[config.mk]
export PLATFORM = sky130hd
export DESIGN_NAME = bus_arbiter
export DESIGN_NICKNAME = d
export VERILOG_FILES = /design/src/rtl/arb_pkg.sv /design/src/rtl/arb_burst_track.sv /design/src/rtl/arb_split_mask.sv /design/src/rtl/arb_prio_pick.sv /design/src/rtl/bus_arbiter.sv
export SDC_FILE = /design/constraint.sdc
export NUM_CORES = 1
export LEC_CHECK = 0
export BUFFER_PORTS_ARGS = -buffer_cell sky130_fd_sc_hd__buf_2
export CAP_MARGIN = 20
export CORE_UTILIZATION = 58
export CTS_BUF_LIST = sky130_fd_sc_hd__clkbuf_4 sky130_fd_sc_hd__clkbuf_8
export CTS_CLUSTER_DIAMETER = 80
export DETAILED_ROUTE_END_ITERATION = 6
export PLACE_DENSITY = 0.88
export SYNTH_ARGS = -nofsm -noshare
export SYNTH_HDL_FRONTEND = slang
export SYNTH_SLANG_ARGS = --single-unit
[constraint.sdc]
create_clock -name clk -period 6.6 [get_ports clk]
set_input_delay 0.33 -clock clk [delete_from_list [all_inputs] [get_ports clk]]
set_output_delay 0.33 -clock clk [all_outputs]
set_load 0.03 [all_outputs]
[src/rtl/arb_pkg.sv]
package arb_pkg;

    localparam int IDX_W = 4;
    localparam int CNT_W = 5;

    typedef enum logic [1:0] {
        TR_IDLE = 2'b00,
        TR_BUSY = 2'b01,
        TR_NSEQ = 2'b10,
        TR_SEQ  = 2'b11
    } trans_e;

    typedef enum logic [2:0] {
        BT_SINGLE = 3'b000,
        BT_INCR   = 3'b001,
        BT_WRAP4  = 3'b010,
        BT_INCR4  = 3'b011,
        BT_WRAP8  = 3'b100,
        BT_INCR8  = 3'b101,
        BT_WRAP16 = 3'b110,
        BT_INCR16 = 3'b111
    } burst_e;

    typedef struct packed {
        logic lock_hold;
        logic burst_hold;
        logic incr_hold;
    } hold_t;

    // number of beats implied by a burst type; 0 means open-ended
    function automatic logic [CNT_W-1:0] burst_beats(input logic [2:0] bt);
        logic [CNT_W-1:0] n;
        case (bt)
            BT_SINGLE:          n = CNT_W'(1);
            BT_INCR:            n = '0;
            BT_WRAP4, BT_INCR4: n = CNT_W'(4);
            BT_WRAP8, BT_INCR8: n = CNT_W'(8);
            default:            n = CNT_W'(16);
        endcase
        return n;
    endfunction

endpackage

[src/rtl/arb_burst_track.sv]
module arb_burst_track
    import arb_pkg::*;
(
    input  logic       clk,
    input  logic       rst,
    input  logic       ready_i,
    input  logic [1:0] trans_i,
    input  logic [2:0] burst_i,
    input  logic       split_ev_i,
    output logic       burst_hold_o,
    output logic       incr_run_o
);
    logic [CNT_W-1:0] left_q, left_d;
    logic             incr_q, incr_d;
    logic [CNT_W-1:0] beats;

    assign beats = burst_beats(burst_i);

    always_comb begin
        left_d = left_q;
        incr_d = incr_q;
        if (ready_i) begin
            if (split_ev_i) begin
                left_d = '0;
                incr_d = 1'b0;
            end else begin
                case (trans_e'(trans_i))
                    TR_NSEQ: begin
                        left_d = (beats == '0) ? '0 : beats - CNT_W'(1);
                        incr_d = (burst_i == BT_INCR);
                    end
                    TR_SEQ: begin
                        if (left_q != '0) left_d = left_q - CNT_W'(1);
                    end
                    TR_IDLE: begin
                        left_d = '0;
                        incr_d = 1'b0;
                    end
                    default: ;
                endcase
            end
        end
    end

    always_ff @(posedge clk) begin
        if (rst) begin
            left_q <= '0;
            incr_q <= 1'b0;
        end else begin
            left_q <= left_d;
            incr_q <= incr_d;
        end
    end

    // two or more beats still to come after this edge
    assign burst_hold_o = (left_d >= CNT_W'(2));
    assign incr_run_o   = incr_d;

    // BUSY beats and wait cycles leave the beat count untouched
    p_busy_no_count_r4: assert property (@(posedge clk) disable iff (rst)
        (!split_ev_i && (!ready_i || trans_i == TR_BUSY)) |=> $stable(left_q));

    p_count_bounded_r4: assert property (@(posedge clk) disable iff (rst)
        left_q <= CNT_W'(15));

endmodule

[src/rtl/arb_split_mask.sv]
module arb_split_mask
    import arb_pkg::*;
#(
    parameter int NUM_M = 16
) (
    input  logic             clk,
    input  logic             rst,
    input  logic             split_ev_i,
    input  logic [IDX_W-1:0] victim_i,
    input  logic [NUM_M-1:0] release_i,
    output logic [NUM_M-1:0] mask_d_o
);
    logic [NUM_M-1:0] mask_q;
    logic [NUM_M-1:0] set_vec;

    always_comb begin
        set_vec = '0;
        if (split_ev_i) set_vec[victim_i] = 1'b1;
    end

    assign mask_d_o = (mask_q & ~release_i) | set_vec;

    always_ff @(posedge clk) begin
        if (rst) mask_q <= '0;
        else     mask_q <= mask_d_o;
    end

    p_split_sets_r8: assert property (@(posedge clk) disable iff (rst)
        split_ev_i |=> mask_q[$past(victim_i)]);

    p_release_clears_r8: assert property (@(posedge clk) disable iff (rst)
        (!split_ev_i && release_i != '0) |=> ((mask_q & $past(release_i)) == '0));

endmodule

[src/rtl/arb_prio_pick.sv]
module arb_prio_pick
    import arb_pkg::*;
#(
    parameter int NUM_M     = 16,
    parameter int DEFAULT_M = 0
) (
    input  logic [NUM_M-1:0] elig_i,
    output logic [IDX_W-1:0] pick_o
);
    always_comb begin
        pick_o = IDX_W'(DEFAULT_M);
        for (int i = NUM_M - 1; i >= 0; i--) begin
            if (elig_i[i]) pick_o = IDX_W'(i);
        end
    end

    always_comb begin
        p_pick_valid_r2: assert (elig_i == '0 || elig_i[pick_o]);
    end

endmodule

[src/rtl/bus_arbiter.sv]
module bus_arbiter
    import arb_pkg::*;
#(
    parameter int NUM_M     = 16,
    parameter int DEFAULT_M = 0
) (
    input  logic             clk,
    input  logic             rst,
    input  logic [NUM_M-1:0] req_i,
    input  logic [NUM_M-1:0] lock_i,
    input  logic [1:0]       trans_i,
    input  logic [2:0]       burst_i,
    input  logic             ready_i,
    input  logic             split_resp_i,
    input  logic [NUM_M-1:0] split_done_i,
    output logic [NUM_M-1:0] grant_o,
    output logic [IDX_W-1:0] master_o,
    output logic             mastlock_o
);
    logic [IDX_W-1:0] gidx_q, gidx_d, owner_q, downer_q, pick;
    logic             mlock_q;
    logic             split_ev, incr_run, any_hold;
    logic [NUM_M-1:0] mask_d, elig;
    hold_t            hold;

    assign split_ev = ready_i && split_resp_i;

    arb_burst_track u_burst (
        .clk          (clk),
        .rst          (rst),
        .ready_i      (ready_i),
        .trans_i      (trans_i),
        .burst_i      (burst_i),
        .split_ev_i   (split_ev),
        .burst_hold_o (hold.burst_hold),
        .incr_run_o   (incr_run)
    );

    arb_split_mask #(.NUM_M(NUM_M)) u_mask (
        .clk        (clk),
        .rst        (rst),
        .split_ev_i (split_ev),
        .victim_i   (downer_q),
        .release_i  (split_done_i),
        .mask_d_o   (mask_d)
    );

    assign elig = req_i & ~mask_d;

    arb_prio_pick #(.NUM_M(NUM_M), .DEFAULT_M(DEFAULT_M)) u_pick (
        .elig_i (elig),
        .pick_o (pick)
    );

    assign hold.lock_hold = mlock_q && lock_i[owner_q] && !split_ev;
    assign hold.incr_hold = incr_run && req_i[owner_q];
    assign any_hold       = |hold;
    assign gidx_d         = any_hold ? owner_q : pick;

    always_ff @(posedge clk) begin
        if (rst) begin
            gidx_q   <= IDX_W'(DEFAULT_M);
            owner_q  <= IDX_W'(DEFAULT_M);
            downer_q <= IDX_W'(DEFAULT_M);
            mlock_q  <= 1'b0;
        end else begin
            gidx_q <= gidx_d;
            if (ready_i) begin
                owner_q  <= gidx_q;
                downer_q <= owner_q;
                mlock_q  <= lock_i[gidx_q];
            end
        end
    end

    for (genvar g = 0; g < NUM_M; g++) begin : g_grant
        assign grant_o[g] = (gidx_q == IDX_W'(g));
    end

    assign master_o   = owner_q;
    assign mastlock_o = mlock_q;

    p_one_grant_r1: assert property (@(posedge clk) disable iff (rst)
        $countones(grant_o) == 1);

    p_owner_takes_r3: assert property (@(posedge clk) disable iff (rst)
        ready_i |=> master_o == $past(gidx_q));

    p_owner_stable_r3: assert property (@(posedge clk) disable iff (rst)
        !ready_i |=> $stable(master_o));

    p_lock_keeps_r7: assert property (@(posedge clk) disable iff (rst)
        hold.lock_hold |=> grant_o[$past(owner_q)]);

    p_burst_keeps_r4: assert property (@(posedge clk) disable iff (rst)
        hold.burst_hold |=> grant_o[$past(owner_q)]);

    p_default_park_r9: assert property (@(posedge clk) disable iff (rst)
        (elig == '0 && !any_hold) |=> grant_o[DEFAULT_M]);

endmodule

==> impl_metrics.json <==
{
  "outcome": "finished, final reports clean",
  "clock-sinks": 35,
  "crit_end": "gidx_q[3]",
  "synth_edf_count": 0,
  "yosys-top-cells-count": "nor2_1, dfxtp_1, nand2_1, nand2b_1, mux2i_1",
  "arrival_ns": 2.86,
  "slew_violations": 0,
  "synthesis.nets": 363,
  "ant_nets": 0,
  "cp-startpoint": "master_o[1]",
  "reg2reg_depth": 6,
  "vias_per_cell": 6.45,
  "drtIter0Drc": 293,
  "routed-via-count": 2683,
  "power.density_mw_per_mm2": 165,
  "r2r-start": "master_o[1]",
  "cp.required_ns": 6.78,
  "synthTopCellsByArea": "dfxtp_1, mux4_2, nor2_1, mux2i_1, nand2b_1",
  "criticalPathCategory": "flip-flop to flip-flop",
  "critPathTopFamily": "multiplexers",
  "power_switching_uw": 142,
  "worst_r2r_endpoint": "gidx_q[3]",
  "clock.fmax_mhz": 373,
  "synthToLayoutAreaGrowth_pct": 18.2,
  "hold_buffers": 0,
  "std_cell_rows": 23,
  "antenna_found_initial": 0,
  "clkPwrFrac_pct": 35.1,
  "grt_pass1_wl_um": 10800,
  "ys_warn_count": 0,
  "die-area_mm2": 0.00476,
  "slowest_delay_ns": 0.67,
  "peakVddDrop_mv": 0.100,
  "dp_hpwl_um": 5100,
  "coreArea_mm2": 0.00414,
  "maxCapViolCount": 0,
  "syn_area_mm2": 0.00260,
  "clock_path_buffers": 2,
  "gp_congestion": 0.992,
  "synth-main-ff-cell": "dfxtp_1",
  "insertion_delay_ns": 0.29,
  "ctsResizeCount": 0,
  "total_power_uw": 506,
  "yosys.area.top_type_share_pct": 26.9,
  "avgSynthCellArea_um2": 8.70,
  "top_layer_used": "met4",
  "setup_ws_ns": 3.92,
  "io_buffers": 77,
  "wl_per_cell_um": 16.4,
  "r2r_slack_ns": 3.92,
  "track_usage_pct": 30.9,
  "worst_slew_pin_slew_ns": 0.651,
  "worstPathMaxFanout": 13,
  "cpMaxStageDelayCell": "dfxtp_1",
  "drtPass1Iterations": 5,
  "grt_setup_unrepaired": "false",
  "cts-root-buf": "clkbuf_8",
  "p_seq_share_pct": 44.3,
  "yosysMostFrequentCell": "nor2_1",
  "setup_viol": 0,
  "fin_skew_ns": 0.00166,
  "p_comb_share_pct": 20.7,
  "grt_max_degree": 38,
  "route.met2.wl_um": 3330,
  "post-place-ws_ns": 3.96,
  "utilization_pct": 74.2,
  "p_int_uw": 364,
  "crit_path_start_kind": "flip-flop",
  "dieWidth_um": 69.0,
  "drive_gt1_share_pct": 28.4,
  "timing.final.crit_period_ns": 2.68,
  "worstSetupEndpointType": "flip-flop",
  "die_height_um": 69.0,
  "grt_pass1_vias": 2386,
  "p_leak_uw": 0.00128,
  "clk_pin_slew_worst_paths_ns": 0.07,
  "wl_met3_um": 512,
  "synthArstFlopShare_pct": 0,
  "grt_overflow": 0,
  "cp_num_buf_inv": 0,
  "cts-buffers-inserted": 5,
  "path_cells": "mux4_1 > mux2i_1 > o32a_2 > o221ai_2 > nor4b_4 > mux2_4",
  "initial_core_util_pct": 62.8,
  "cts_max_level": 2,
  "crit_cells": 6,
  "synthCells": 299,
  "drt-total-wl_um": 6820,
  "setup_tns_ns": 0,
  "p_sw_share_pct": 28.0,
  "ys_seq_elements": 35,
  "timing.hold.ws_ns": 0.319,
  "max_slew_margin_pct": 56.6,
  "final_nets": 429,
  "yosys.area.top_type": "dfxtp_1",
  "yosysSeqAreaShare_pct": 26.9,
  "post_cts_buffers": 0,
  "drc": 0,
  "period_share_pct": 40.7,
  "worst_hold_path_type": "input port to flip-flop",
  "io_pins": 78,
  "met1_length_um": 2810,
  "synth_cell_types": 57,
  "cts_tree": "done",
  "hold_violations": 0,
  "antenna_cells": 0
}
## worst min-delay path by stage
stage / from / endpoint / slack (ns) / depth (start not counted)
after floorplan: u_mask.mask_q[8] / u_mask.mask_q[8] / 0.46 / 2
after global placement: u_mask.mask_q[12] / u_mask.mask_q[12] / 0.48 / 2
after detailed placement: u_mask.mask_q[8] / u_mask.mask_q[8] / 0.48 / 2
after CTS: split_done_i[6] / u_mask.mask_q[6] / 0.31 / 3
after global routing: split_done_i[7] / u_mask.mask_q[7] / 0.32 / 3
final: split_done_i[6] / u_mask.mask_q[6] / 0.32 / 3
## through the flow
step / cells / instance area, µm²
final: 416 / 3070
after global routing: 416 / 3070
after CTS: 416 / 3070
after detailed placement: 408 / 2970
after global placement: 408 / 2970
after floorplan: 299 / 2600
## cells in the final DEF, fill, tap and decap left out, types with 8 or more instances in the layout
cell type | netlist | layout
inv_1 | 14 | 14
buf_2 | 3 | 77
nor2_1 | 41 | 41
a21oi_1 | 12 | 12
nor3_1 | 8 | 8
nand2b_1 | 17 | 17
nand2_1 | 17 | 17
o22a_1 | 9 | 9
mux4_2 | 8 | 8
o221ai_1 | 9 | 9
dfxtp_1 | 35 | 35
nor2b_1 | 12 | 12
mux2i_1 | 15 | 15
## power by group through the flow
| stage | sequential [µW] | clock (µW) | combinational [µW] |
|---|---|---|---|
| floorplan | 225 | 0 | 70.5 |
| global placement | 228 | 0 | 99.9 |
| detailed placement | 228 | 0 | 103 |
| CTS | 224 | 179 | 104 |
| global route | 225 | 190 | 114 |
| finish | 224 | 177 | 105 |
## area by class of cell
| cell class | count | area [µm²] |
|---|---|---|
| flip-flops and latches | 35 | 701 |
| repair buffers | 77 | 385 |
| well taps | 50 | 62.6 |
| multi-input cells | 231 | 1770 |
| clock buffers | 8 | 104 |
| inverters | 15 | 56.3 |
| fillers | 305 | 1070 |
## registers in the layout, summed over array words and instances, names as in the netlist
name,flops
u_mask.mask_q,16
u_burst.left_q,5
downer_q,4
gidx_q,4
master_o,4
mastlock_o,1
u_burst.incr_q,1
## cells by family (layout without fill, tap and decap cells)
logic type      after synthesis  count (layout)  share of synthesized area (%)
compound gates               66              66                           20.1
fa+ha+maj                     7               7                           3.37
buf+inv                      33             100                           5.19
flops                        35              35                           26.9
mux                          29              29                           17.7
simple gates                129             129                           26.7
## worst reg2reg max path, stage by stage, from the launching register on
cell and delay, ns:
dfxtp_1 0.67, mux4_1 0.62, mux2i_1 0.19, o32a_2 0.19
o221ai_2 0.11, nor4b_4 0.47, mux2_4 0.34
## per-layer routing
metal,vias to the layer above,GRT usage [%]
met5,-,0
met4,0,11.5
met3,25,6.74
met2,147,50.8
met1,1261,39.3
li1,1250,-
Note: power is estimated with default switching activity, not from simulation.
